`src/rtl/nfx_pkg.sv`:
```
package nfx_pkg;
  typedef enum logic [1:0] {
    ST_CLEAN    = 2'b00,
    ST_FIXED    = 2'b01,
    ST_ECC_ONLY = 2'b10,
    ST_FATAL    = 2'b11
  } status_e;

  // strobes from control to datapath
  typedef struct packed {
    logic loadResult;
    logic passByte;
  } ctrl_s;
endpackage

```
`src/rtl/nfx_control.sv`:
```
module nfx_control
  import nfx_pkg::*;
(
  input  logic  clk,
  input  logic  rstN,
  input  logic  checkValid,
  input  logic  streamValid,
  output ctrl_s ctrl,
  output logic  statusValid,
  output logic  outValid
);
  always_comb begin
    ctrl.loadResult = checkValid;
    ctrl.passByte   = streamValid;
  end

  always_ff @(posedge clk or negedge rstN) begin
    if (!rstN) begin
      statusValid <= 1'b0;
      outValid    <= 1'b0;
    end else begin
      statusValid <= checkValid;
      outValid    <= streamValid;
    end
  end
endmodule

```
`src/rtl/nfx_datapath.sv`:
```
module nfx_datapath
  import nfx_pkg::*;
#(
  parameter int ADDR_W = 9,
  parameter int BIT_W  = 3,
  parameter int DATA_W = 8
) (
  input  logic                        clk,
  input  logic                        rstN,
  input  ctrl_s                       ctrl,
  input  logic [2*(ADDR_W+BIT_W)-1:0] storedEcc,
  input  logic [2*(ADDR_W+BIT_W)-1:0] calcEcc,
  input  logic [ADDR_W-1:0]           streamIndex,
  input  logic [DATA_W-1:0]           streamData,
  output logic [1:0]                  statusCode,
  output logic [ADDR_W-1:0]           errByte,
  output logic [BIT_W-1:0]            errBit,
  output logic [DATA_W-1:0]           outData
);
  localparam int PAIRS = ADDR_W + BIT_W;
  localparam int SYN_W = 2 * PAIRS;
  localparam int ROT   = 2 * BIT_W;

  logic [SYN_W-1:0]  storedWord, calcWord, diff;
  logic [PAIRS-1:0]  pairHit;
  logic [BIT_W-1:0]  bitLoc;
  logic [ADDR_W-1:0] byteLoc;
  logic              singleHot;
  status_e           classNext, statusQ;
  logic              fixHit;

  // reorder: rotate each code left so the bit-order field sits lowest
  assign storedWord = {storedEcc[SYN_W-ROT-1:0], storedEcc[SYN_W-1:SYN_W-ROT]};
  assign calcWord   = {calcEcc[SYN_W-ROT-1:0], calcEcc[SYN_W-1:SYN_W-ROT]};
  assign diff       = storedWord ^ calcWord;

  for (genvar k = 0; k < PAIRS; k++) begin : g_pair
    assign pairHit[k] = diff[2*k] | diff[2*k+1];
  end
  for (genvar k = 0; k < BIT_W; k++) begin : g_bitLoc
    assign bitLoc[k] = diff[2*k+1];
  end
  for (genvar k = 0; k < ADDR_W; k++) begin : g_byteLoc
    assign byteLoc[k] = diff[2*(BIT_W+k)+1];
  end

  assign singleHot = (diff != '0) && ((diff & (diff - 1'b1)) == '0);

  always_comb begin
    if (diff == '0)        classNext = ST_CLEAN;
    else if (&pairHit)     classNext = ST_FIXED;
    else if (singleHot)    classNext = ST_ECC_ONLY;
    else                   classNext = ST_FATAL;
  end

  always_ff @(posedge clk or negedge rstN) begin
    if (!rstN) begin
      statusQ <= ST_CLEAN;
      errByte <= '0;
      errBit  <= '0;
    end else if (ctrl.loadResult) begin
      statusQ <= classNext;
      errByte <= (classNext == ST_FIXED) ? byteLoc : '0;
      errBit  <= (classNext == ST_FIXED) ? bitLoc  : '0;
    end
  end

  assign statusCode = statusQ;
  assign fixHit     = (statusQ == ST_FIXED) && (streamIndex == errByte);

  always_ff @(posedge clk or negedge rstN) begin
    if (!rstN) begin
      outData <= '0;
    end else if (ctrl.passByte) begin
      outData <= streamData ^ (fixHit ? DATA_W'(1) << errBit : '0);
    end
  end
endmodule

```
`src/rtl/nand_ecc_fixer.sv`:
```
module nand_ecc_fixer
  import nfx_pkg::*;
#(
  parameter int ADDR_W = 9,
  parameter int BIT_W  = 3,
  parameter int DATA_W = 8
) (
  input  logic                        clk,
  input  logic                        rstN,
  input  logic                        checkValid,
  input  logic [2*(ADDR_W+BIT_W)-1:0] storedEcc,
  input  logic [2*(ADDR_W+BIT_W)-1:0] calcEcc,
  output logic                        statusValid,
  output logic [1:0]                  statusCode,
  output logic [ADDR_W-1:0]           errByte,
  output logic [BIT_W-1:0]            errBit,
  input  logic                        streamValid,
  input  logic [ADDR_W-1:0]           streamIndex,
  input  logic [DATA_W-1:0]           streamData,
  output logic                        outValid,
  output logic [DATA_W-1:0]           outData
);
  ctrl_s ctrl;

  nfx_control u_ctrl (
    .clk(clk), .rstN(rstN), .checkValid(checkValid), .streamValid(streamValid),
    .ctrl(ctrl), .statusValid(statusValid), .outValid(outValid)
  );

  nfx_datapath #(.ADDR_W(ADDR_W), .BIT_W(BIT_W), .DATA_W(DATA_W)) u_dp (
    .clk(clk), .rstN(rstN), .ctrl(ctrl), .storedEcc(storedEcc), .calcEcc(calcEcc),
    .streamIndex(streamIndex), .streamData(streamData), .statusCode(statusCode),
    .errByte(errByte), .errBit(errBit), .outData(outData)
  );
endmodule

```
`config.mk`:
```
export PLATFORM = sky130hd
export DESIGN_NAME = nand_ecc_fixer
export DESIGN_NICKNAME = d
export VERILOG_FILES = /design/src/rtl/nfx_pkg.sv /design/src/rtl/nfx_control.sv /design/src/rtl/nfx_datapath.sv /design/src/rtl/nand_ecc_fixer.sv
export SDC_FILE = /design/constraint.sdc
export NUM_CORES = 1
export LEC_CHECK = 0
export BUFFER_PORTS_ARGS = -buffer_cell sky130_fd_sc_hd__buf_2
export CAP_MARGIN = 20
export CORE_UTILIZATION = 35
export DETAILED_ROUTE_END_ITERATION = 7
export PLACE_DENSITY = 0.68
export SETUP_SLACK_MARGIN = 0.1
export SLEW_MARGIN = 15
export SYNTH_ARGS = -nofsm -noshare
export SYNTH_HDL_FRONTEND = slang
export SYNTH_SLANG_ARGS = --single-unit
export TNS_END_PERCENT = 20
```
`constraint.sdc`:
```
create_clock -name clk -period 1.7 [get_ports clk]
set_clock_uncertainty 0.05 [all_clocks]
set_input_delay 0.17 -clock clk [delete_from_list [all_inputs] [get_ports clk]]
set_output_delay 0.17 -clock clk [all_outputs]
set_load 0.05 [all_outputs]
```
# Word-level counts from Yosys, hierarchy flattened
# Index checks and enable logic that the tools add are counted.
# op_classes
addsub,1
n_eq_ne,3
n_shift,1
muxes,6
bitwise_logic,15
reduce_logical,6
# op_table
op,n
24-bit logical NOT,2
24-bit AND,1
24-bit nonzero test,1
"24-bit by 1-bit subtractor with 24-bit output, second input constant",1
24-bit XOR,1
1-bit OR,12
12-bit AND reduction,1
9-bit equality test,1
9-bit two-way mux,1
8-bit two-way mux,1
"1-bit by 3-bit left shift with 8-bit output, first input constant",1
8-bit XOR,1
"2-bit by 1-bit equality test with 1-bit output, second input constant",2
2-bit two-way mux,2
3-bit two-way mux,1
1-bit logical AND,2
1-bit two-way mux,1
# totals
reg_bits,24
out_inout_bits,24

# Longest topological paths before layout
# Gate-level depths: netlist (run 1).
# depth
depth_word,10
depth_mapped,7

# Hierarchy
# A second synthesis (run 1) with hierarchy kept.
# unflattened
cells_unflattened,195
hier_area_um2,1809.2
# by_module_without_submodules
mod,n_inst,cells_per_inst,area_each_um2,seq_area_each_um2
nfx_datapath,1,191,1744.2,550.5
nfx_control,1,4,65.1,50.0

# Worst setup path before layout (run 1)
# OpenSTA, ideal clock, no wires.
# synth_timing
path_kind,register to register
from,register u_dp.errByte[0]
to,register u_dp.outData[1]
setup_ps,137
t_arrival_ps,1990
t_required_ps,1513
setup_slack_ps,-477
stages_incl_launch_ff,8
path_buffers,0
period_less_slack_ps,2177
cell_sequence,dfrtp_1 -> xor2_1 -> nor4_1 -> nand4_1 -> or3_1 -> nor3_1 -> xnor2_1 -> a21oi_1
# synth_between
elab_chain_len,4
# synth_lines
item,line_no,text
from (decl),nfx_datapath.sv:16,"output logic [ADDR_W-1:0] errByte,"
from (signal assigned),nfx_datapath.sv:63,errByte <= (classNext == ST_FIXED) ? byteLoc : '0;
9-bit equality test,nfx_datapath.sv:69,assign fixHit = (statusQ == ST_FIXED) && (streamIndex == errByte);
1-bit logical AND,nfx_datapath.sv:69,
8-bit two-way mux,nfx_datapath.sv:75,outData <= streamData ^ (fixHit ? DATA_W'(1) << errBit : '0);
8-bit XOR,nfx_datapath.sv:75,
to (signal assigned),nfx_datapath.sv:75,
to (decl),nfx_datapath.sv:18,output logic [DATA_W-1:0] outData
# No other way between the ends.
# A chain may end at the register's enable or synchronous reset.

# Final worst setup path (run 1)
# layout_timing
from,register u_dp.errByte[0]
to,register u_dp.outData[7]
# The elaborated chain is that of the path after synthesis.

==> results.ini, run 1 <==
[route]
wl_per_cell_um=11.38
vias=1901
dr.pass1.iters=4
vias_per_cell=4.764
drt-initial-drc-count=74
routed_wl_mm=4.541
drc=0
drtAntennaViolNets=0

[yosys]
synth-seq-cells=24
synth_area_um2=1720
synth_area_leader_cell=dfrtp_1
synth_ff_type=dfrtp_1
synth_cells=203
ys_seq_area_frac=0.3491
syn_nets=272
yosysUniqueCellTypes=33
synth_commonest_cells=xor2_1 (30), dfrtp_1 (24), nor2_1 (19)
synth_warnings=0
synth.top_cell.area_share=0.3491
synth_edf_count=0
async_flop_share=1.000
ys_top_cells_by_area=dfrtp_1 (35%), xor2_1 (15%), o22ai_1 (6.2%)
synth.most_common_cell=xor2_1
syn_avg_cell_area_um2=8.475

[timing]
setup_violations=9
rsz0062_at_grt=true
fin_crit_sh=1.183
finalHoldViolations=0
setup_tns_ns=-1.825
drv_slew=0
setup_slack_ns=-0.3110
maxSlewHeadroom=0.6467
fmax_ghz=0.4973
worst_pin_slew_ns=0.5282
fin_crit_ns=2.011

[clock_network]
worstSkewPairLatency_ns=0.26
clkTransAtPathRegs_ns=0.08
cts_root_buffer=clkbuf_8
cts_tree=done
clock_path_buffers=2
cts_buffers=3
htreeDepth=1
cts_sinks=24

[placement]
dpl.hpwl_mm=3.713
gp_congestion=0.8626
port_buffers=92
dp_cells=394
place_area_um2=2557

[setup_path]
cp.arrival_ns=2.10
critPathKind=reg2reg
crit_path_end_kind=flop
required_ns=1.79
critPathMaxFanout=4
start_kind=flop

[flow_run]
drv_cap=0

[power]
power.leakage_nw=1.247
powerDensity_nw_per_um2=603.5
ir_drop_mv=0.3187

[global_routing]
grt_max_degree=25
track_usage=0.1674
gr-total-overflow=0
grt_pass1_vias=1699
grt_pass1_wl_mm=7.024
antenna_found_initial=0

[final_layout]
fill_cells=456
area_growth_syn_to_layout_pct=54.11
finish.net_count=402
layout-drive-gt1-share=0.4669
num_antenna_cells=0
final_area_um2=2651
stdcell_count=399

[run_status]
status=finished with violations
violations=setup timing

[floorplan]
coreArea_um2=4723
start_util=0.3642
num_rows=25
dieArea_um2=5200
io_pins=93
die_h_um=72.11
die_w_um=72.11

[hold_path]
holdCritPathClass=in2reg

cell type report:
cell class / instances / area [um2] / share of cell area
Sequential cell: 24 / 605.6 / 0.2284
Clock buffer: 4 / 45.04 / 0.01699
Multi-Input combinational cell: 159 / 1109 / 0.4181
Inverter: 14 / 52.55 / 0.01982
Tap cell: 67 / 83.83 / 0.03162
Timing Repair Buffer: 131 / 755.7 / 0.2850
flip-flops by register name, indices dropped and copies added, names as in the netlist:
signal and cells:
u_dp.statusCode 2, u_ctrl.statusValid 1, u_dp.outData 8, u_dp.errBit 3, u_dp.errByte 9, u_ctrl.outValid 1
logic make-up after synthesis:
| family | count (synthesis) | share of synthesized area |
|---|---|---|
| AOI/OAI and AO/OA | 43 | 0.1658 |
| DFF | 24 | 0.3491 |
| buffers and inverters | 20 | 0.04364 |
| muxes | 1 | 0.006545 |
| and+or+nand+nor | 74 | 0.2262 |
| xor gates and xnor gates | 41 | 0.2087 |
power breakdown:
group / internal, mW / switching [mW]
clock network: 0.167 / 0.171
registers: 0.601 / 0.0187
logic: 0.267 / 0.375
layer usage:
layer | GRT usage | up-vias | routed length [um]
li1 | - | 984 | -
met1 | 0.2031 | 818 | 1997
met2 | 0.3011 | 90 | 2206
met3 | 0.02222 | 9 | 275
met4 | 0.06100 | 0 | 62
met5 | 0 | - | 0
what timing repair did:
action                                  4_1_cts  5_1_grt
buffers inserted                              0        0
hold endpoints to repair                     24        0
hold buffers                                  1        0
pin swaps                                     6        6
gates resized for setup                       1        6
endpoints found under the setup margin        9       21
path summary, 6_finish.rpt:
path / startpoint / endpoint / slack [ns] / cells past startpoint
min: streamValid / u_ctrl.outValid$_DFF_PN0_ / 0.12 / 1
max in group asynchronous: rstN / u_dp.errByte[3]$_DFFE_PN0P_ / 0.86 / 2
max: u_dp.errByte[0]$_DFFE_PN0P_ / u_dp.outData[7]$_DFFE_PN0P_ / -0.31 / 7
min in group asynchronous: rstN / u_dp.outData[6]$_DFFE_PN0P_ / 0.36 / 2
max reg2reg: u_dp.errByte[0]$_DFFE_PN0P_ / u_dp.outData[7]$_DFFE_PN0P_ / -0.31 / 7
min reg2reg: u_dp.outData[0]$_DFFE_PN0P_ / u_dp.outData[0]$_DFFE_PN0P_ / 0.47 / 2
cell usage in the layout (no fill, tap or decap), drive strengths merged, types with 2 or more instances in the layout:
cell / n
xor2: 30
buf: 130
a2111oi: 3
inv: 14
a21oi: 13
nand4: 6
nor4: 5
dfrtp: 24
nor3: 12
or2: 2
o21ai: 3
or3: 2
nand2: 15
xnor2: 11
clkbuf: 4
nor2: 19
a211oi: 4
nand3: 9
o22ai: 17
per-stage QoR:
stage	util	hold WS, ns	setup WS, ns	total power, mW
6_report	0.5613	0.1213	-0.3110	1.600
5_1_grt	0.5613	0.1184	-0.4290	1.690
4_1_cts	0.5544	0.1132	-0.3175	1.603
3_5_place_dp	0.5415	0.1299	-0.3963	1.262
3_3_place_gp	0.5415	0.1258	-0.3496	1.253
2_1_floorplan	-	-0.1756	-0.2924	0.9752
critical path: stages (launching register included):
cell	delay (ns)
dfrtp_2	0.43
xor2_2	0.16
nor4_2	0.30
nand4_1	0.16
or3_4	0.39
nor3_4	0.18
xnor2_1	0.13
a21oi_1	0.08
Note: power is estimated with default switching activity, not from simulation.
==> run 2, diff against run 1 <==
--- a/config.mk
+++ b/config.mk
@@ -9,7 +9,7 @@
 export CAP_MARGIN = 20
 export CORE_UTILIZATION = 35
 export DETAILED_ROUTE_END_ITERATION = 7
-export PLACE_DENSITY = 0.68
+export PLACE_DENSITY = 0.65
 export SETUP_SLACK_MARGIN = 0.1
 export SLEW_MARGIN = 15
 export SYNTH_ARGS = -nofsm -noshare
==> constraint.sdc (replaced) <==
create_clock -name clk -period 2.1 [get_ports clk]
set_clock_uncertainty 0.05 [all_clocks]
set_input_delay 0.21 -clock clk [delete_from_list [all_inputs] [get_ports clk]]
set_output_delay 0.21 -clock clk [all_outputs]
set_load 0.05 [all_outputs]
==> results.ini, run 2 (synthesized netlist as in run 1, its figures left out) <==
[timing]
setup_slack_ns=0.06545  ; +0.3764 ns
fin_crit_ns=2.035  ; +0.02356 ns
rsz0062_at_grt=true
maxSlewHeadroom=0.6448  ; -0.001837
setup_violations=0  ; -9
fmax_ghz=0.4915  ; -1.2%
fin_crit_sh=0.9688  ; -0.2141
drv_slew=0  ; unchanged
worst_pin_slew_ns=0.5327  ; +0.004546 ns
finalHoldViolations=0  ; unchanged
hold_slack_ns=0.1623  ; +0.04097 ns

[setup_path]
critPathKind=reg2reg
reg2reg_slack_ns=0.07  ; +0.38 ns
critPathMaxStageDelay_ns=0.41  ; -0.02 ns
critPathMaxFanout=4  ; unchanged
r2r-end=u_dp.outData[1]$_DFFE_PN0P_
rr_startpoint=u_dp.errByte[3]$_DFFE_PN0P_
crit_path_top_delay_cell=dfrtp_2
crit_path_end_kind=flop
start_kind=flop
path_cells=xor2_1 -> nor4_2 -> buf_4 -> nand4_1 -> or3_4 -> nor3_2 -> xnor2_1 -> a21oi_1
worst-r2r-cell-count=8  ; +1
cp.arrival_ns=2.12  ; +0.02 ns
required_ns=2.19  ; +0.40 ns

[final_layout]
layout-drive-gt1-share=0.4286  ; -0.03830
num_antenna_cells=0  ; unchanged
seq_area_um2=604.3  ; -0.21%
area_growth_syn_to_layout_pct=45.60
largest_register_ffs=9  ; unchanged
final_cell_mix=buf_2 (92), xor2_1 (30), buf_4 (21), dfrtp_1 (21), nor2_1 (19)
final_common_cell=buf_2
finish.net_count=385  ; -4.2%
multi_input_area_um2=1081  ; -2.5%
fill_cells=456  ; unchanged
largest_register=u_dp.errByte
top_regs=u_dp.errByte x9, u_dp.outData x8, u_dp.errBit x3

[route]
drt-initial-drc-count=70  ; -5.4%
drtAntennaViolNets=0  ; unchanged
dr.pass1.iters=4  ; unchanged
vias=1823  ; -4.1%
vias_per_cell=4.772  ; +0.16%
routed_wl_mm=4.417  ; -2.7%
drc=0  ; unchanged
wl_per_cell_um=11.56  ; +1.6%

[floorplan]
dieArea_um2=5200  ; unchanged
die_h_um=72.11  ; unchanged
num_rows=25  ; unchanged
start_util=0.3642  ; unchanged
io_pins=93  ; unchanged
coreArea_um2=4723  ; unchanged
die_w_um=72.11  ; unchanged

[run_status]
status=completed

[global_routing]
antenna_found_initial=0  ; unchanged
track_usage=0.1686  ; +0.001280
gr-total-overflow=0  ; unchanged
grt_pass1_wl_mm=7.058  ; +0.48%
grt_max_degree=29  ; +16%
grt_pass1_vias=1642  ; -3.4%

[power]
ir_drop_mv=0.2252  ; -29%
power.leakage_nw=1.152  ; -7.7%
powerDensity_nw_per_um2=511.5  ; -15%

[clock_network]
post_cts_buffers=0  ; unchanged
clkTransAtPathRegs_ns=0.08  ; about the same
cts_tree=done
worstSkewPairLatency_ns=0.26  ; about the same
cts_root_buffer=clkbuf_8
cts_sinks=24  ; unchanged
clock_path_buffers=2  ; unchanged
htreeDepth=1  ; unchanged
cts_buffers=3  ; unchanged

[placement]
port_buffers=92  ; unchanged
dp_slack_ns=-0.01332  ; +0.3830 ns
dpl.hpwl_mm=3.668  ; -1.2%
gp_congestion=0.8674  ; +0.56%

[hold_path]
hp-start=streamValid
whs_endpoint=u_ctrl.outValid$_DFF_PN0_
holdCritPathClass=in2reg
worstHoldPathCells=1  ; unchanged

[flow_run]
drv_cap=0  ; unchanged

[run 2: changes by cell type in the layout (fill, tap and decap cells not counted), sizes merged]
cell and change:
buf -17
[run 2: worst max-delay path by stage]
stage,startpoint,to,slack (ns),depth (start not counted)
2_1_floorplan,u_dp.errByte[0]$_DFFE_PN0P_,u_dp.outData[1]$_DFFE_PN0P_,0.11,7
3_3_place_gp,calcEcc[2],u_dp.statusCode[0]$_DFFE_PN0P_,0.04,8
3_5_place_dp,calcEcc[2],u_dp.statusCode[0]$_DFFE_PN0P_,-0.01,8
4_1_cts,u_dp.errByte[3]$_DFFE_PN0P_,u_dp.outData[1]$_DFFE_PN0P_,0.006,8
5_1_grt,u_dp.errByte[3]$_DFFE_PN0P_,u_dp.outData[5]$_DFFE_PN0P_,-0.11,8
6_report,u_dp.errByte[3]$_DFFE_PN0P_,u_dp.outData[1]$_DFFE_PN0P_,0.07,8
[run 2: final cells by class]
cell class | instances | share of cell area
Tap cell | 67 | 0.03347
Timing Repair Buffer | 114 | 0.2507
Inverter | 14 | 0.02098
Multi-Input combinational cell | 159 | 0.4316
Clock buffer | 4 | 0.02198
Sequential cell | 24 | 0.2413
[run 2: report_power, final]
group	switching, mW	total, mW	internal (mW)
registers	0.0156	0.502	0.487
clock network	0.141	0.308	0.167
logic	0.291	0.471	0.180
total	0.448	1.28	0.834
[run 2: worst max-delay path: cells and delay by family (launching register included)]
family / cells / cell delay [ns]
xor gates and xnor gates: 2 / 0.30
DFF: 1 / 0.41
buffers and inverters: 1 / 0.15
and+or+nand+nor: 4 / 0.92
AOI/OAI and AO/OA: 1 / 0.09
[run 2: metrics by stage]
stage,util,power [mW],TNS [ns],std cells,instance area (um2)
floorplan,-,0.7894,0,203,1749
global placement,0.5142,0.9771,0,377,2429
detailed placement,0.5142,0.9813,-0.01332,377,2429
CTS,0.5279,1.292,0,382,2494
global route,0.5303,1.356,-0.3243,382,2505
finish,0.5303,1.281,0,382,2505
[run 2: metal layers]
metal  up-vias  track usage  part of all wire  wire length (um)
li1        950            -                 -                 -
met1       801       0.1991              0.45              1971
met2        66       0.3157              0.49              2181
met3         6      0.02222             0.049               216
met4         0      0.05011             0.011                47
met5         -            0                 0                 0
[run 2: repair_timing]
item	4_1_cts	5_1_grt
pin swaps	1	4
gates resized for setup	0	2
endpoints found under the setup margin	8	8
hold buffers	1	0
endpoints found under the hold margin	24	0
